[config.mk]
export PLATFORM = sky130hd
export DESIGN_NAME = hyp_bwcap_gate
export DESIGN_NICKNAME = d
export VERILOG_FILES = /design/src/rtl/bwcap_gate_pkg.sv /design/src/rtl/el3_trap_eval.sv /design/src/rtl/access_decode.sv /design/src/rtl/cap_reg_store.sv /design/src/rtl/hyp_bwcap_gate.sv
export SDC_FILE = /design/constraint.sdc
export NUM_CORES = 1
export LEC_CHECK = 0
export BUFFER_PORTS_ARGS = -buffer_cell sky130_fd_sc_hd__clkbuf_2
export CAP_MARGIN = 20
export CORE_MARGIN = 8
export CORE_UTILIZATION = 35
export CTS_BUF_LIST = sky130_fd_sc_hd__clkbuf_4 sky130_fd_sc_hd__clkbuf_8 sky130_fd_sc_hd__clkbuf_16
export CTS_CLUSTER_DIAMETER = 100
export CTS_CLUSTER_SIZE = 25
export DETAILED_ROUTE_END_ITERATION = 10
export GPL_TIMING_DRIVEN = 0
export PLACE_DENSITY = 0.7
export SLEW_MARGIN = 30
export SYNTH_ARGS = -nofsm -noshare
export SYNTH_HDL_FRONTEND = slang
export SYNTH_HIERARCHICAL = 1
export SYNTH_SLANG_ARGS = --single-unit
export TNS_END_PERCENT = 1
[constraint.sdc]
create_clock -name clk -period 7.65 [get_ports clk]
set_clock_uncertainty 0.1 [all_clocks]
set_input_delay 1.53 -clock clk [delete_from_list [all_inputs] [get_ports clk]]
set_output_delay 1.53 -clock clk [all_outputs]
set_load 0.05 [all_outputs]
[src/rtl/bwcap_gate_pkg.sv]
package bwcap_gate_pkg;

    typedef enum logic [2:0] {
        ACT_NONE   = 3'd0,
        ACT_UNDEF  = 3'd1,
        ACT_TRAP2  = 3'd2,
        ACT_TRAP3  = 3'd3,
        ACT_REDIR  = 3'd4,
        ACT_DIRECT = 3'd5
    } act_e;

    localparam logic [1:0] LVL_USER  = 2'd0;
    localparam logic [1:0] LVL_KERN  = 2'd1;
    localparam logic [1:0] LVL_HYP   = 2'd2;
    localparam logic [1:0] LVL_MON   = 2'd3;

    typedef struct packed {
        act_e        act;
        logic [5:0]  syn;
        logic [15:0] ofs;
    } decision_t;

endpackage

[src/rtl/el3_trap_eval.sv]
module el3_trap_eval #(
    parameter bit EL3_PRESENT = 1'b1
) (
    input  logic ver_base,
    input  logic lower_trap_a,
    input  logic lower_pass_b,
    output logic trap_hit
);
    generate
        if (EL3_PRESENT) begin : g_el3
            logic hit_a;
            logic hit_b;
            always_comb begin
                hit_a    = ver_base & lower_trap_a;
                hit_b    = ~lower_pass_b;
                trap_hit = hit_a | hit_b;
            end
        end else begin : g_no_el3
            assign trap_hit = 1'b0;
        end
    endgenerate
endmodule

[src/rtl/access_decode.sv]
module access_decode
    import bwcap_gate_pkg::*;
#(
    parameter bit          EL3_PRESENT = 1'b1,
    parameter logic [5:0]  SYN_CLASS   = 6'h18,
    parameter logic [15:0] REDIR_OFS   = 16'h0910
) (
    input  logic       acc_valid,
    input  logic [1:0] acc_el,
    input  logic       feat_present,
    input  logic       hyp_cap,
    input  logic       ver_base,
    input  logic [2:0] nest_ctl,
    input  logic       lower_trap_a,
    input  logic       lower_pass_b,
    input  logic       sdd_undef,
    input  logic       sdd_prio,
    output decision_t  dec
);
    logic el3_hit;

    el3_trap_eval #(.EL3_PRESENT(EL3_PRESENT)) i_el3_trap_eval (
        .ver_base     (ver_base),
        .lower_trap_a (lower_trap_a),
        .lower_pass_b (lower_pass_b),
        .trap_hit     (el3_hit)
    );

    act_e act_d;
    logic nest_redir;
    logic nest_trap;

    always_comb begin
        nest_redir = nest_ctl[2] & nest_ctl[0];
        nest_trap  = nest_ctl[0];
        act_d      = ACT_NONE;
        if (acc_valid) begin
            if (!(feat_present && hyp_cap)) begin
                act_d = ACT_UNDEF;
            end else begin
                unique case (acc_el)
                    LVL_USER: act_d = ACT_UNDEF;
                    LVL_KERN: begin
                        if (nest_redir)     act_d = ACT_REDIR;
                        else if (nest_trap) act_d = el3_hit ? (sdd_undef ? ACT_UNDEF : ACT_TRAP3)
                                                            : ACT_TRAP2;
                        else                act_d = ACT_UNDEF;
                    end
                    LVL_HYP: begin
                        if (sdd_prio && el3_hit) act_d = ACT_UNDEF;
                        else if (el3_hit)        act_d = sdd_undef ? ACT_UNDEF : ACT_TRAP3;
                        else                     act_d = ACT_DIRECT;
                    end
                    default: act_d = ACT_DIRECT;
                endcase
            end
        end
        dec.act = act_d;
        dec.syn = (act_d == ACT_TRAP2 || act_d == ACT_TRAP3) ? SYN_CLASS : 6'd0;
        dec.ofs = (act_d == ACT_REDIR) ? REDIR_OFS : 16'd0;
    end
endmodule

[src/rtl/cap_reg_store.sv]
module cap_reg_store #(
    parameter int DATA_W    = 64,
    parameter bit HAS_SCALE = 1'b1,
    parameter int FRAC_W    = 12
) (
    input  logic              clk,
    input  logic              rst_n,
    input  logic              wr_en,
    input  logic [DATA_W-1:0] wr_data,
    output logic [DATA_W-1:0] value_q
);
    localparam int          FRAC_LSB  = 16 - FRAC_W;
    localparam logic [15:0] FRAC_MASK = 16'(((32'd1 << FRAC_W) - 32'd1) << FRAC_LSB);

    typedef struct packed {
        logic [DATA_W-1:0] value;
    } store_t;

    store_t st_d, st_q;

    always_comb begin
        st_d = st_q;
        if (wr_en) begin
            st_d.value        = '0;
            st_d.value[63]    = HAS_SCALE ? wr_data[63] : 1'b0;
            st_d.value[62]    = wr_data[62];
            st_d.value[15:0]  = wr_data[15:0] & FRAC_MASK;
            if (HAS_SCALE && wr_data[63])
                st_d.value[31:16] = wr_data[31:16];
        end
    end

    always_ff @(posedge clk or negedge rst_n) begin
        if (!rst_n) st_q <= '0;
        else        st_q <= st_d;
    end

    assign value_q = st_q.value;

    AST_HOLD_NO_WRITE: assert property (@(posedge clk) disable iff (!rst_n)
        !$past(wr_en) |-> $stable(value_q));
    AST_RSVD_ZERO: assert property (@(posedge clk) disable iff (!rst_n)
        value_q[61:32] == '0);
    AST_INT_NEEDS_SCALE: assert property (@(posedge clk) disable iff (!rst_n)
        !value_q[63] |-> value_q[31:16] == '0);
endmodule

[src/rtl/hyp_bwcap_gate.sv]
module hyp_bwcap_gate
    import bwcap_gate_pkg::*;
#(
    parameter bit          EL3_PRESENT = 1'b1,
    parameter bit          HAS_SCALE   = 1'b1,
    parameter int          FRAC_W      = 12,
    parameter logic [5:0]  SYN_CLASS   = 6'h18,
    parameter logic [15:0] REDIR_OFS   = 16'h0910
) (
    input  logic        clk,
    input  logic        rst_n,
    input  logic        acc_valid,
    input  logic        acc_write,
    input  logic [1:0]  acc_el,
    input  logic [63:0] acc_wdata,
    input  logic        feat_present,
    input  logic        hyp_cap,
    input  logic        ver_base,
    input  logic [2:0]  nest_ctl,
    input  logic        lower_trap_a,
    input  logic        lower_pass_b,
    input  logic        sdd_undef,
    input  logic        sdd_prio,
    output logic        act_undef,
    output logic        act_trap_el2,
    output logic        act_trap_el3,
    output logic        act_redirect,
    output logic        act_direct,
    output logic [5:0]  syn_class,
    output logic [15:0] mem_ofs,
    output logic [63:0] rd_data
);
    localparam int DATA_W = 64;

    decision_t          dec;
    logic               wr_en;
    logic [DATA_W-1:0]  value_q;

    access_decode #(
        .EL3_PRESENT (EL3_PRESENT),
        .SYN_CLASS   (SYN_CLASS),
        .REDIR_OFS   (REDIR_OFS)
    ) i_access_decode (
        .acc_valid    (acc_valid),
        .acc_el       (acc_el),
        .feat_present (feat_present),
        .hyp_cap      (hyp_cap),
        .ver_base     (ver_base),
        .nest_ctl     (nest_ctl),
        .lower_trap_a (lower_trap_a),
        .lower_pass_b (lower_pass_b),
        .sdd_undef    (sdd_undef),
        .sdd_prio     (sdd_prio),
        .dec          (dec)
    );

    cap_reg_store #(
        .DATA_W    (DATA_W),
        .HAS_SCALE (HAS_SCALE),
        .FRAC_W    (FRAC_W)
    ) i_cap_reg_store (
        .clk     (clk),
        .rst_n   (rst_n),
        .wr_en   (wr_en),
        .wr_data (acc_wdata),
        .value_q (value_q)
    );

    always_comb begin
        act_undef    = (dec.act == ACT_UNDEF);
        act_trap_el2 = (dec.act == ACT_TRAP2);
        act_trap_el3 = (dec.act == ACT_TRAP3);
        act_redirect = (dec.act == ACT_REDIR);
        act_direct   = (dec.act == ACT_DIRECT);
        syn_class    = dec.syn;
        mem_ofs      = dec.ofs;
        wr_en        = act_direct & acc_write;
        rd_data      = (act_direct && !acc_write) ? value_q : '0;
    end

    AST_ONE_ACTION: assert property (@(posedge clk) disable iff (!rst_n)
        acc_valid |-> $onehot({act_undef, act_trap_el2, act_trap_el3, act_redirect, act_direct}));
    AST_IDLE_QUIET: assert property (@(posedge clk) disable iff (!rst_n)
        !acc_valid |-> !(act_undef | act_trap_el2 | act_trap_el3 | act_redirect | act_direct));
    AST_NO_FEATURE: assert property (@(posedge clk) disable iff (!rst_n)
        (acc_valid && !(feat_present && hyp_cap)) |-> act_undef);
    AST_USER_UNDEF: assert property (@(posedge clk) disable iff (!rst_n)
        (acc_valid && acc_el == LVL_USER) |-> act_undef);
    AST_TRAP_SYN: assert property (@(posedge clk) disable iff (!rst_n)
        (act_trap_el2 || act_trap_el3) |-> syn_class == SYN_CLASS);
    AST_MON_DIRECT: assert property (@(posedge clk) disable iff (!rst_n)
        (acc_valid && feat_present && hyp_cap && acc_el == LVL_MON) |-> act_direct);
    AST_SDD_NO_TRAP3: assert property (@(posedge clk) disable iff (!rst_n)
        sdd_undef |-> !act_trap_el3);
endmodule

# ---- Word level (Yosys, flattened, before mapping)
# Index checks and enable logic that the tools add are counted.
# W data, S select, Z words.
dict set report totals {
  ff_bits 30
  in_bits 80
  out_inout_bits 91
}
dict set report classes {
  n_eq_ne 7
  mux 13
  bitwise_logic 5
  n_reduce_logical 6
}
# op n
set op_table {}
lappend op_table {{$mux W64} 1}
lappend op_table {{$mux W3} 6}
lappend op_table {{$mux W16} 1}
lappend op_table {{$mux W12} 1}
lappend op_table {{$pmux W3 S3} 1}
lappend op_table {{$eq A3 B2 Y1 const B} 2}
lappend op_table {{$eq A3 B3 Y1 const B} 2}
lappend op_table {{$mux W5} 1}
lappend op_table {{$mux W2} 2}
lappend op_table {{$and A1 B1 Y1} 3}
lappend op_table {{$eq A3 B1 Y1 const B} 1}
lappend op_table {{$logic_and A1 B1 Y1} 3}
lappend op_table {{$eq A2 B1 Y1 const B} 1}
lappend op_table {{$eq A2 B2 Y1 const B} 1}
lappend op_table {{$logic_not A2 Y1} 1}
lappend op_table {{$logic_not A1 Y1} 1}
lappend op_table {{$logic_or A1 B1 Y1} 1}
lappend op_table {{$not A1 Y1} 1}
lappend op_table {{$or A1 B1 Y1} 1}

# ---- Depth between registers and ports, before layout
dict set report depth {
  word_depth 11
  mapped_depth 10
  depth_no_buf 8
}

# ---- Cells and area by module
# Netlist, hierarchy kept.
# module instances cells_each area_per_inst_um2 seq_area_each_um2
set by_module_without_submodules {}
lappend by_module_without_submodules {cap_reg_store 1 134 1472.7 750.7}
lappend by_module_without_submodules {hyp_bwcap_gate 1 78 718.2 0.0}
lappend by_module_without_submodules {access_decode 1 35 242.7 0.0}
lappend by_module_without_submodules {el3_trap_eval 1 1 10.0 0.0}

# ---- Worst setup path after synthesis
# No wires, ideal clock.
dict set report synth_path {
  kind {input to output}
  startpoint {in lower_pass_b}
  endpoint {out syn_class[4]}
  t_arrival_ns 3.857
  slack_ns 2.163
  cell_stages 5
  n_path_buf 1
  cell_sequence {a21bo_1 > nand2b_1 > or3b_1 > a221oi_1 > buf_4}
}
dict set report synth_between {
  elab_chain_cells 11
  elab_cells_between_ends 15
  cone_classes {eq/ne (2); mux (9); bitwise (2); reduce/logical (2)}
}
# item line_no
set synth_lines {}
lappend synth_lines {{start: declaration} hyp_bwcap_gate.sv:21} ;# input logic lower_pass_b,
lappend synth_lines {{$not A1 Y1 *} el3_trap_eval.sv:15} ;# hit_b = ~lower_pass_b;
lappend synth_lines {{$or A1 B1 Y1 *} el3_trap_eval.sv:16} ;# trap_hit = hit_a | hit_b;
lappend synth_lines {{$mux W2} access_decode.sv:45} ;# else if (nest_trap) act_d = el3_hit ? (sdd_undef ? ACT_UNDEF : ACT_TRAP3)
lappend synth_lines {{$mux W3} access_decode.sv:45}
lappend synth_lines {{$mux W3} access_decode.sv:44} ;# if (nest_redir) act_d = ACT_REDIR;
lappend synth_lines {{$pmux W3 S3 *} access_decode.sv:41} ;# unique case (acc_el)
lappend synth_lines {{$mux W3 *} access_decode.sv:38} ;# if (!(feat_present && hyp_cap)) begin
lappend synth_lines {{$mux W3 *} access_decode.sv:37} ;# if (acc_valid) begin
lappend synth_lines {{$eq A3 B2 Y1} access_decode.sv:59} ;# dec.syn = (act_d == ACT_TRAP2 || act_d == ACT_TRAP3) ? SYN_CLASS : 6'd0;
lappend synth_lines {{$logic_or A1 B1 Y1 *} access_decode.sv:59}
lappend synth_lines {{$mux W5 *} access_decode.sv:59}
lappend synth_lines {{end: declaration} hyp_bwcap_gate.sv:29} ;# output logic [5:0] syn_class,
# Every way passes the cells marked *; elsewhere a longest branch is shown, timed or not.

==> flow_results.org <==
** Detailed routing
- Dividing the detail-routed via count by the number of cells gives 3.888.
- The final route contains 1882 vias.
- The first detailed-routing pass ran for 4 iterations.
- In the routed design, unresolved DRC markers number 0.
- In the final routed layout, each cell accounts on average for 11.42 µm.
- Routed Antenna Nets :: 0
- DRC violation total after the first TritonRoute iteration :: 22
- The final layout contains routed wiring with a total length of 5.526 mm.

** Power
- Total power of the final layout :: 0.4648 mW
- Pwr per Cell Area :: 142.7 nW/µm²
- For this design the static power due to leakage is 1.858 nW.
- Maximum resistive drop on vdd :: 0.1069 mV

** STA
- Peak clock frequency supported by timing :: 184.2 MHz
- The max-slew violation count came to 0.
- On the final layout, the worst hold slack is 407.2 ps.
- RSZ-0062 raised after global routing :: no
- Setup total negative slack on the finished layout was measured at 0 ps.
- Number of setup violations in the final report :: 0
- Relative slew margins :: 49.41%
- The final number of hold-violating endpoints is 0.
- Clock period minus final worst setup slack :: 5430 ps
- Dividing the final minimum period by the clock period gives 70.98%.
- For the pin with the worst max-slew slack, the measured transition is 758.9 ps.

** Setup path
- Of all nets on the critical path, the largest fanout is 10.
- Counting stages on the worst path, the most repeated cell is clkbuf_2.
- Worst-path cell chain :: clkbuf_2, a21bo_1, nand2b_1, or3b_1, a221oi_1, and4bb_1, buf_6, buf_8, and2_4, clkbuf_2
- STA classifies the critical path startpoint as an input port.
- Data on the critical path is required at its endpoint by 6020 ps.
- Depth of the worst register-to-register path :: 1
- Crit Path Class :: input port to primary output
- Source of the worst register-to-register timing path :: i_cap_reg_store/value_q[11]
- For the worst setup path, the data arrival time is 3800 ps.
- Crit-path slowest cell :: a221oi_1
- End of the worst register-to-register path :: i_cap_reg_store/value_q[11]
- CP endpoint kind :: primary output
- Worst path max stage delay :: 550 ps
- Internal reg-to-reg setup slack :: 6780 ps

** Layout
- Growth of design area from synthesis to finish :: 33.33%
- The repair_antennas step left the layout with diodes totalling 0.
- Cells fill 47.96% of the core in the end.
- After the last flow step, the layout net total stands at 467.
- In the final layout, the share of cells above drive strength 1 is 61.34%.
- Fill cells in the final layout number 657.
- Flip-flop count of the largest register, all copies and words added :: 30

** Floorplanning
- The core region is 6794 µm².
- Top-Level Pins :: 171
- After floorplanning, the core was divided into 30 placement rows.
- Measured along the x axis, the die boundary spans 99.56 µm.
- The initial utilization of the core area, before any placement, comes to 35.97%.
- In this run the vertical extent of the chip is 99.56 µm.
- Total Die Area :: 9911 µm²

** Place
- The wire-length estimate of the detail-placed layout is 4.635 mm.
- At the end of routability-driven placement, the weighted congestion stood at 0.7603.
- # port buffers :: 83

** Clocking
- Clock tree synthesis selected as its root buffer the cell clkbuf_8.
- The number of gates resized after CTS was 0.
- Buffers added to address setup during post-CTS repair amount to 0.
- Sink count of the clock tree :: 30
- Maximum clock insertion buffer count :: 2
- Clock latency on the worst-skew pair, taken at its later pin, is 270 ps.
- Buffers inserted to repair hold after CTS numbered 0.
- Clock transition at the register clock pins on the worst setup and hold paths after CTS :: 60 ps
- TritonCTS created 5 clock buffers.
- Clock tree from TritonCTS :: yes
- H-tree Lvls :: 2

** Worst hold path
- For hold timing, the worst endpoint is i_cap_reg_store/value_q[63].
- Hold path cells :: 1
- The startpoint identified for the worst hold timing path is i_cap_reg_store/value_q[63].
- Worst Hold Class :: flop to flop

** Global routing
- In the global route stage, overall resource usage came out at 11.00%.
- Largest net degree at the start of global routing :: 31
- Antenna violations before repair :: 0
- The total overflow left after global routing is 0.
- First-pass GRT wire length :: 9.018 mm
- Via count of the first global-routing pass :: 1895

** Run
- Max-cap violations in this run came to 0.

** Status
- Outcome :: completed

** Logic synthesis
- Synthesized instance count :: 248
- The synthesized design contains 30 register bits.
- Sequential element share of the synthesized area :: 30.72%
- YS warnings :: 6
- Summing every instance area after synthesis gives 2444 µm².
- After synthesis, the mean cell area works out to 9.853 µm².
- Yosys cell types :: 30
-- routing by layer --
| metal | track usage [%] | wire length [µm] | share of wire [%] | vias to the layer above |
|---|---|---|---|---|
| li1 | - | - | - | 958 |
| met1 | 12.00 | 2205 | 40 | 844 |
| met3 | 6.075 | 602 | 11 | 5 |
| met5 | 0 | 0 | 0 | - |
| met2 | 18.70 | 2691 | 49 | 75 |
| met4 | 1.397 | 26 | 0.47 | 0 |
-- power breakdown --
part           leakage (nW)  internal [mW]  switching (mW)
clock                0.0517         0.0760          0.0580
combinational          1.44         0.0555          0.0605
sequential            0.363          0.196          0.0190
-- cell families after synthesis --
kind of cell           share of synthesized area, %
DFF                                           30.72
buffers and inverters                         25.60
muxes                                         7.680
and+or+nand+nor                               30.57
AOI/OAI and AO/OA                             5.121
other                                        0.3073
-- worst max-delay path, delay by kind of cell --
family,cells,cell delay [ps]
and+or+nand+nor,4,890
AOI/OAI and AO/OA,2,770
buffers and inverters,4,610
-- final cells by class --
cell class                 instances  area, µm²  share of cell area (%)
tap                               96      120.1                   3.687
multi-input combinational        182       1251                   38.40
timing repair buffer              83      415.4                   12.75
clock buffer                       7      90.09                   2.765
sequential                        30      750.7                   23.04
clock inverter                     1      5.005                  0.1536
buffer                            68      561.8                   17.24
inverter                          17      63.81                   1.959
-- cells in the mapped netlist, drive strengths merged --
cell type	number	share of area [%]
nor2b	1	0.26
and2	65	23
nor2	1	0.15
a2111oi	1	0.36
nor3b	3	0.92
o21ai	16	3.3
a2bb2oi	1	0.36
and3b	2	0.82
nand3	17	3.5
clkbuf	1	0.15
a221oi	2	0.72
mux2	14	7.7
or3b	1	0.36
buf	67	23
inv	17	2.6
conb	2	0.31
nor4	1	0.26
a21bo	1	0.41
or3	1	0.26
nand2b	1	0.26
and4bb	1	0.51
nand2	2	0.31
dfrtp	30	31
-- layout by cell type (no fill, tap or decap), types with 3 or more instances in the layout --
cell type,n
and2_2,4
and2_4,60
buf_2,4
buf_4,54
buf_8,6
clkbuf_2,83
clkbuf_8,6
conb_1,51
dfrtp_1,30
inv_1,17
mux2_2,6
mux2_4,8
nand3_1,17
nor3b_1,3
o21ai_0,16
-- per-stage QoR --
stage | instances | instance area, µm² | setup slack, ps
after floorplan | 297 | 2628 | 2163
after global placement | 476 | 3163 | 2234
after detailed placement | 476 | 3163 | 2191
after CTS | 484 | 3258 | 2182
after global routing | 484 | 3258 | 2033
final | 484 | 3258 | 2220
-- worst max-delay path by stage --
stage                     cells after the start         start      endpoint  slack, ps
after floorplan                               5  lower_pass_b  syn_class[4]       2160
after global placement                       10  lower_pass_b    rd_data[4]       2230
after detailed placement                     10  lower_pass_b    rd_data[4]       2190
after CTS                                    10  lower_pass_b    rd_data[4]       2180
after global routing                         10  lower_pass_b    rd_data[4]       2030
final                                        10  lower_pass_b   rd_data[21]       2220
Power figures use the tool's default switching activity.
